### config.mk
export PLATFORM = sky130hd
export DESIGN_NAME = dac_cmd_ctrl
export DESIGN_NICKNAME = d
export VERILOG_FILES = /design/src/rtl/dcc_pkg.sv /design/src/rtl/dcc_sync.sv /design/src/rtl/dcc_decode.sv /design/src/rtl/dcc_regs.sv /design/src/rtl/dcc_settle.sv /design/src/rtl/dac_cmd_ctrl.sv
export SDC_FILE = /design/constraint.sdc
export NUM_CORES = 1
export LEC_CHECK = 0
export ABC_AREA = 1
export CAP_MARGIN = 0
export CORE_MARGIN = 3
export CORE_UTILIZATION = 30
export DETAILED_ROUTE_END_ITERATION = 12
export PLACE_DENSITY_LB_ADDON = 0.15
export SLEW_MARGIN = 30
export SYNTH_ARGS = -nofsm -noshare
export SYNTH_HDL_FRONTEND = slang
export SYNTH_SLANG_ARGS = --single-unit
export TNS_END_PERCENT = 1
### constraint.sdc
create_clock -name clk -period 1.9 [get_ports clk]
set_input_delay 0.19 -clock clk [delete_from_list [all_inputs] [get_ports clk]]
set_output_delay 0.19 -clock clk [all_outputs]
set_load 0.05 [all_outputs]
### src/rtl/dcc_pkg.sv
package dcc_pkg;

   localparam int WORD_W = 24;
   localparam int OP_W   = 4;

   localparam logic [OP_W-1:0] OP_LOAD_IN  = 4'b0000;
   localparam logic [OP_W-1:0] OP_COPY     = 4'b0001;
   localparam logic [OP_W-1:0] OP_LOAD_CPY = 4'b0011;
   localparam logic [OP_W-1:0] OP_SLEEP    = 4'b0100;
   localparam logic [OP_W-1:0] OP_IDLE     = 4'b1111;

   typedef struct packed {
      logic wr_in;
      logic upd;
      logic sleep;
   } dcc_act_t;

   function automatic dcc_act_t dcc_decode_op(input logic [OP_W-1:0] op);
      dcc_act_t a;
      a = '0;
      unique case (op)
         OP_LOAD_IN:  a.wr_in = 1'b1;
         OP_COPY:     a.upd   = 1'b1;
         OP_LOAD_CPY: begin
            a.wr_in = 1'b1;
            a.upd   = 1'b1;
         end
         OP_SLEEP:    a.sleep = 1'b1;
         default:     a = '0;
      endcase
      return a;
   endfunction

endpackage

### src/rtl/dcc_sync.sv
module dcc_sync #(
   parameter int STAGES = 2
) (
   input  logic clk,
   input  logic rst_n,
   input  logic pin_n,
   output logic pin_n_sync
);

   initial begin
      if (STAGES < 2) $error("dcc_sync: STAGES must be at least 2");
   end

   logic [STAGES-1:0] sh;

   always_ff @(posedge clk) begin
      if (!rst_n) sh <= '1;
      else        sh <= {sh[STAGES-2:0], pin_n};
   end

   assign pin_n_sync = sh[STAGES-1];

endmodule

### src/rtl/dcc_decode.sv
module dcc_decode
   import dcc_pkg::*;
#(
   parameter int CODE_W = 16
) (
   input  logic              word_valid,
   input  logic [WORD_W-1:0] word_data,
   output dcc_act_t          act,
   output logic [CODE_W-1:0] code
);

   localparam int PAD_W = 16 - CODE_W;

   always_comb begin
      act = '0;
      if (word_valid) act = dcc_decode_op(word_data[WORD_W-1 -: OP_W]);
   end

   generate
      if (PAD_W == 0) begin : g_full
         assign code = word_data[15:0];
      end else begin : g_trim
         logic [PAD_W-1:0] unused_pad;
         assign code       = word_data[15 -: CODE_W];
         assign unused_pad = word_data[PAD_W-1:0];
      end
   endgenerate

endmodule

### src/rtl/dcc_regs.sv
module dcc_regs
   import dcc_pkg::*;
#(
   parameter int CODE_W    = 16,
   parameter bit RESET_MID = 1'b0
) (
   input  logic              clk,
   input  logic              rst_n,
   input  dcc_act_t          act,
   input  logic              word_valid,
   input  logic [CODE_W-1:0] code,
   input  logic              ld_low,
   input  logic              xfer_busy,
   output logic [CODE_W-1:0] dac_q,
   output logic              pd_q,
   output logic              wake,
   output logic              sleep_now
);

   localparam logic [CODE_W-1:0] RST_VAL =
      RESET_MID ? {1'b1, {(CODE_W-1){1'b0}}} : '0;

   logic [CODE_W-1:0] in_q, in_nx, dac_nx;
   logic              ld_copy, do_copy, pd_nx;

   // the pin copies only outside a transfer, or at the edge where a word lands
   assign ld_copy = ld_low && (!xfer_busy || word_valid);
   assign do_copy = act.upd || ld_copy;

   always_comb begin
      in_nx  = act.wr_in ? code : in_q;
      dac_nx = do_copy ? in_nx : dac_q;
      pd_nx  = pd_q;
      if (act.sleep) pd_nx = 1'b1;
      if (act.upd || ld_low) pd_nx = 1'b0;
   end

   always_ff @(posedge clk) begin
      if (!rst_n) begin
         in_q  <= RST_VAL;
         dac_q <= RST_VAL;
         pd_q  <= 1'b0;
      end else begin
         in_q  <= in_nx;
         dac_q <= dac_nx;
         pd_q  <= pd_nx;
      end
   end

   assign wake      = pd_q && !pd_nx;
   assign sleep_now = pd_nx;

endmodule

### src/rtl/dcc_settle.sv
module dcc_settle #(
   parameter int SETTLE_NOM = 1200,
   parameter int SETTLE_LOW = 3000
) (
   input  logic clk,
   input  logic rst_n,
   input  logic wake,
   input  logic sleep_now,
   input  logic supply_low,
   output logic busy
);

   localparam int MAXC = (SETTLE_NOM > SETTLE_LOW) ? SETTLE_NOM : SETTLE_LOW;
   localparam int CW   = $clog2(MAXC + 1);

   initial begin
      if (SETTLE_NOM < 1 || SETTLE_LOW < 1)
         $error("dcc_settle: settling counts must be at least 1");
   end

   logic [CW-1:0] cnt;
   logic [CW-1:0] lim;

   assign lim = supply_low ? CW'(SETTLE_LOW) : CW'(SETTLE_NOM);

   always_ff @(posedge clk) begin
      if (!rst_n)          cnt <= '0;
      else if (wake)       cnt <= lim;
      else if (sleep_now)  cnt <= '0;
      else if (cnt != '0)  cnt <= cnt - 1'b1;
   end

   assign busy = (cnt != '0);

endmodule

### src/rtl/dac_cmd_ctrl.sv
module dac_cmd_ctrl
   import dcc_pkg::*;
#(
   parameter int CODE_W      = 16,
   parameter bit RESET_MID   = 1'b0,
   parameter int SETTLE_NOM  = 1200,
   parameter int SETTLE_LOW  = 3000,
   parameter int SYNC_STAGES = 2
) (
   input  logic              clk,
   input  logic              rst_n,
   input  logic              word_valid,
   input  logic [23:0]       word_data,
   input  logic              xfer_busy,
   input  logic              load_n,
   input  logic              supply_low,
   output logic [CODE_W-1:0] dac_code,
   output logic              pwr_down,
   output logic              settle_busy
);

   initial begin
      if (CODE_W != 12 && CODE_W != 14 && CODE_W != 16)
         $error("dac_cmd_ctrl: CODE_W must be 12, 14 or 16");
   end

   dcc_act_t          act;
   logic [CODE_W-1:0] code;
   logic              load_n_s, ld_low, wake, sleep_now;

   dcc_sync #(.STAGES(SYNC_STAGES)) u_sync (
      .clk(clk), .rst_n(rst_n), .pin_n(load_n), .pin_n_sync(load_n_s)
   );
   assign ld_low = !load_n_s;

   dcc_decode #(.CODE_W(CODE_W)) u_dec (
      .word_valid(word_valid), .word_data(word_data), .act(act), .code(code)
   );

   dcc_regs #(.CODE_W(CODE_W), .RESET_MID(RESET_MID)) u_regs (
      .clk(clk), .rst_n(rst_n), .act(act), .word_valid(word_valid),
      .code(code), .ld_low(ld_low), .xfer_busy(xfer_busy),
      .dac_q(dac_code), .pd_q(pwr_down), .wake(wake), .sleep_now(sleep_now)
   );

   dcc_settle #(.SETTLE_NOM(SETTLE_NOM), .SETTLE_LOW(SETTLE_LOW)) u_settle (
      .clk(clk), .rst_n(rst_n), .wake(wake), .sleep_now(sleep_now),
      .supply_low(supply_low), .busy(settle_busy)
   );

endmodule

After elaboration in Yosys (flattened, before gate mapping)
Index checks and enable logic that the tools add are counted.
Storage, ports and cells
  register bits after elaboration: 47
  input bits: 30
  output and inout port bits: 18
  word-level logic and storage cells: 33
Operators by class
  add/sub/neg operators: 1
  eq/ne operators: 3
  mux-type cells: 11
  reduce and logical (&&, ||, !) cells: 13
Operators by type and width (number)
  two-way mux 12 bit: 4
  two-way mux 16 bit: 1
  nonzero test 12 bit: 1
  subtractor 12 x 1 -> 12 bit (second input constant): 1
  two-way mux 1 bit: 5
  equality test 4 x 1 -> 1 bit (second input constant): 1
  equality test 4 x 2 -> 1 bit (second input constant): 1
  equality test 4 x 3 -> 1 bit (second input constant): 1
  logical NOT 4 bit: 1
  OR reduction 2 bit: 2
  logical NOT 1 bit: 3
  logical OR 1 bit: 3
  two-way mux 3 bit: 1
  nonzero test 3 bit: 1
  logical AND 1 bit: 2

Logic depth before layout (Yosys ltp)
  word-level depth: 9
  mapped depth: 10
  gate-level depth less buffers: 10

By module
A second synthesis with hierarchy kept.
Unflattened totals
  cell total of the unflattened synthesis: 349
  area, all modules: 2436.1 um^2
Modules (own cells, without submodules)
  dcc_regs: instances 1, cells an instance 202, area each 1458.9 um^2
  dcc_settle: instances 1, cells an instance 112, area each 749.5 um^2
  dcc_decode: instances 1, cells an instance 28, area each 168.9 um^2
  dcc_sync: instances 1, cells an instance 6, area each 55.1 um^2
  dac_cmd_ctrl: instances 1, cells an instance 1, area each 3.8 um^2

Least setup slack after synthesis
OpenSTA, ideal clock, no wires.
  path kind: register -> register
  start: register u_regs.pd_q
  end: register u_settle.cnt[8]
  library setup time: 116 ps
  arrival: 1367 ps
  data required time: 1784 ps
  path slack: 417 ps
  stages on the path, launching flop included: 8
  buffers on the path: 0
  path through: dfxtp_1 inv_1 nand2_1 nand2_2 nand3_2 nand2_1 nor2_1 nor2_1
Between the ends
  cells in the longest elaborated chain, start to end: 5
RTL lines
  from (decl): line dcc_regs.sv:15  | output logic pd_q,
  from (signal assigned): line dcc_regs.sv:46  | pd_q <= pd_nx;
  two-way mux 1 bit: line dcc_regs.sv:34  | if (act.sleep) pd_nx = 1'b1;
  two-way mux 1 bit: line dcc_regs.sv:35  | if (act.upd || ld_low) pd_nx = 1'b0;
  logical NOT 1 bit: line dcc_regs.sv:50  | assign wake = pd_q && !pd_nx;
  logical AND 1 bit: line dcc_regs.sv:50
  nonzero test 3 bit (no line) or two-way mux 12 bit (tied branches)
  to (signal assigned): line dcc_settle.sv:28  | else if (wake) cnt <= lim;
  to (signal assigned): line dcc_settle.sv:30  | else if (cnt != '0) cnt <= cnt - 1'b1;
  to (decl): line dcc_settle.sv:21  | logic [CW-1:0] cnt;
Parallel ways exist; a longest one is shown, timed or not.
A chain may end at the register's enable or synchronous reset.

Worst setup path after layout
  start: register u_settle.cnt[8]
  end: output settle_busy
Between the ends
  cells in the longest elaborated chain, start to end: 1
RTL lines
  nonzero test 12 bit: line dcc_settle.sv:33  | assign busy = (cnt != '0);
  to (decl): line dac_cmd_ctrl.sv:19  | output logic settle_busy
No other way between the ends.

==> results.sh <==
export IMPL_seq_area_frac_synth=0.4552
export IMPL_hpwl_um=3670
export IMPL_ys_warn_count=0
export IMPL_syn_nets=319
export IMPL_drt_iter0_drc=88
export IMPL_drcViolationCount=0
export IMPL_min_period_over_period=0.9319
export IMPL_die_y_um=89.01
export IMPL_max_stage_delay_ns=0.34
export IMPL_hp_class="flip-flop to flip-flop"
export IMPL_fin_worst_skew_ns=0.005385
export IMPL_insertion_delay_ns=0.30
export IMPL_power_density_nw_per_um2=1196
export IMPL_layout_drive_gt1_share=0.08605
export IMPL_overflow=0
export IMPL_cts_tree="yes"
export IMPL_vias_per_cell=4.676
export IMPL_layout_setup_ws_ns=0.1295
export IMPL_dp_slack_ns=0.08631
export IMPL_start_util=0.3182
export IMPL_synthesis_area_um2=2067
export IMPL_drv_slew=0
export IMPL_max_cap_violations=0
export IMPL_drtAntennaViolNets=0
export IMPL_fin_crit_ns=1.771
export IMPL_num_fill_cells=657
export IMPL_avgSynthCellArea_um2=7.202
export IMPL_cts_clk_slew_worst_paths_ns=0.08
export IMPL_routed_wl_um=5058
export IMPL_fin_nets=368
export IMPL_worst_setup_path_end_kind="output port"
export IMPL_fin_cells=414
export IMPL_htree_levels=2
export IMPL_clock_sinks=47
export IMPL_ir_worst_vdd_uv=340.5
export IMPL_io_buffers=43
export IMPL_vias=1936
export IMPL_hold_violations=0
export IMPL_worst_pin_slew_ns=0.5069
export IMPL_core_area_um2=6495
export IMPL_cts_buffers=5
export IMPL_first_global_vias=1870
export IMPL_cts_path_max_buffers=2
export IMPL_syn_inst=287
export IMPL_start_kind="flip-flop"
export IMPL_arrival_ns=1.58
export IMPL_fmaxAchievable_mhz=564.8
export IMPL_fp_dieArea_um2=7922
export IMPL_holdWs_ns=0.4217
export IMPL_grt_max_degree=21
export IMPL_worstPathMaxFanout=5
export IMPL_grt_total_usage=0.1392
export IMPL_ys_ff_latch=47
export IMPL_drt_pre_antenna_iters=4
export IMPL_post_cts_buffers=0
export IMPL_setup_viol=0
export IMPL_wl_per_cell_um=12.22
export IMPL_gp_congestion=0.8273
export IMPL_leakage_nw=1.190
export IMPL_worstPathRequired_ns=1.71
export IMPL_grt_antenna_before_repair=0
export IMPL_rows=29
export IMPL_cp_slowest_cell="dfxtp_1"
export IMPL_dieWidth_um=89.01
export IMPL_cts_resized=0
export IMPL_grt_pass1_wl_um=8604
export IMPL_fin_tns_setup_ns=0
export IMPL_holdBufCountCts=0
export IMPL_status="complete, no violations"
export IMPL_area_growth_pct=31.96
export IMPL_clockRootBuffer="clkbuf_8"
export IMPL_rsz0062_at_grt="no"
export IMPL_io_pins=48
export IMPL_slew_headroom=0.6610
export IMPL_antenna_cells=0
export IMPL_placedCellCount=406
export IMPL_yosysUniqueCellTypes=28
export IMPL_crit_type="flip-flop to output port"
export IMPL_cp_cell_sequence="nor2_1 > nand3_1 > nor2_2 > inv_1 > buf_12"
layout by cell type, fill, tap and decap left out:
cell type / Yosys / layout
dfxtp_1: 47 / 47
inv_1: 14 / 14
xor2_1: 1 / 1
o21ai_1: 10 / 10
nand4_1: 1 / 1
nand3_1: 30 / 30
o21ai_0: 8 / 8
a21oi_1: 39 / 39
clkinv_2: 0 / 1
clkdlybuf4s50_1: 0 / 42
buf_4: 0 / 9
or2_2: 3 / 3
nand2_2: 1 / 1
clkinv_1: 1 / 1
bufinv_16: 0 / 1
nor2_2: 2 / 3
o21bai_1: 1 / 1
nand2_4: 1 / 1
nor3_1: 1 / 1
xnor2_1: 3 / 3
nand2_1: 65 / 65
buf_12: 0 / 1
nand3_2: 1 / 1
ha_1: 2 / 2
clkbuf_8: 0 / 6
xnor2_2: 1 / 1
nand3b_1: 1 / 1
nor2_1: 43 / 42
inv_2: 1 / 1
metrics by stage:
| stage | instance area, µm² | total power, mW | utilization |
|---|---|---|---|
| after global placement | 2608 | 2.520 | 0.4015 |
| after detailed placement | 2608 | 2.521 | 0.4015 |
| after global routing | 2728 | 3.536 | 0.4200 |
| final | 2728 | 3.262 | 0.4200 |
| after CTS | 2725 | 3.284 | 0.4196 |
| after floorplan | 2067 | 2.171 | - |
area by class of cell:
type	count	area, µm²	area share
Tap cell	77	96.34	0.03532
Clock buffer	6	82.58	0.03028
Multi-Input combinational cell	214	1005	0.3683
Sequential cell	47	940.9	0.3450
Clock inverter	2	35.03	0.01284
Timing Repair Buffer	52	508.0	0.1862
Inverter	16	60.06	0.02202
sequential cells by signal (all words and copies together) (netlist names):
| signal | cells |
|---|---|
| u_regs.dac_q | 16 |
| u_regs.in_q | 16 |
| u_settle.cnt | 12 |
| u_sync.sh | 2 |
| u_regs.pd_q | 1 |
Yosys cell counts:
cell type,number,share of area
nand4_1,1,0.0030
nand2_1,65,0.12
o21ai_1,10,0.024
clkbuf_1,4,0.0073
nor2_1,43,0.078
buf_6,2,0.011
o21ai_0,8,0.019
clkinv_1,1,0.0018
nand3_1,30,0.073
o21bai_1,1,0.0036
buf_2,2,0.0048
xnor2_2,1,0.0079
nand2_2,1,0.0030
ha_1,2,0.012
inv_2,1,0.0018
nand3b_1,1,0.0036
clkbuf_4,1,0.0036
nand3_2,1,0.0048
nand2_4,1,0.0054
dfxtp_1,47,0.46
dlygate4sd1_1,1,0.0042
or2_2,3,0.0091
nor2_2,2,0.0061
nor3_1,1,0.0024
xnor2_1,3,0.013
inv_1,14,0.025
a21oi_1,39,0.094
xor2_1,1,0.0042
power by group:
part / internal (mW) / switching [mW] / total (mW)
combinational: 0.522 / 0.755 / 1.28
sequential: 1.12 / 0.106 / 1.23
clock: 0.426 / 0.329 / 0.755
worst max-delay path: cells and delay by family, from the launching register on:
kind,cells,cell delay [ns]
simple gates,3,0.63
flops,1,0.34
buf+inv,2,0.31
kinds of logic after synthesis:
logic type,count (synthesis),synth area share
compound gates,58,0.1417
xor+xnor,5,0.02482
fa+ha+maj,2,0.01210
buf+inv,26,0.05992
flops,47,0.4552
simple gates,149,0.3063
per-layer routing:
metal | GRT usage | part of all wire | vias up
met4 | 0.04465 | 0.013 | 0
met1 | 0.1935 | 0.51 | 851
met5 | 0 | 0 | -
met3 | 0.02949 | 0.049 | 5
li1 | - | - | 1035
met2 | 0.2159 | 0.43 | 45
final timing paths:
check | start | to | slack, ns | cells past startpoint
worst max-delay path | u_settle.cnt[8] | settle_busy | 0.13 | 5
worst min-delay path | u_sync.sh[0] | u_sync.sh[1] | 0.42 | 1
worst max register to register | u_settle.cnt[8] | u_settle.cnt[10] | 0.39 | 8
worst min register to register | u_sync.sh[0] | u_sync.sh[1] | 0.42 | 1
Note: power is estimated with default switching activity, not from simulation.
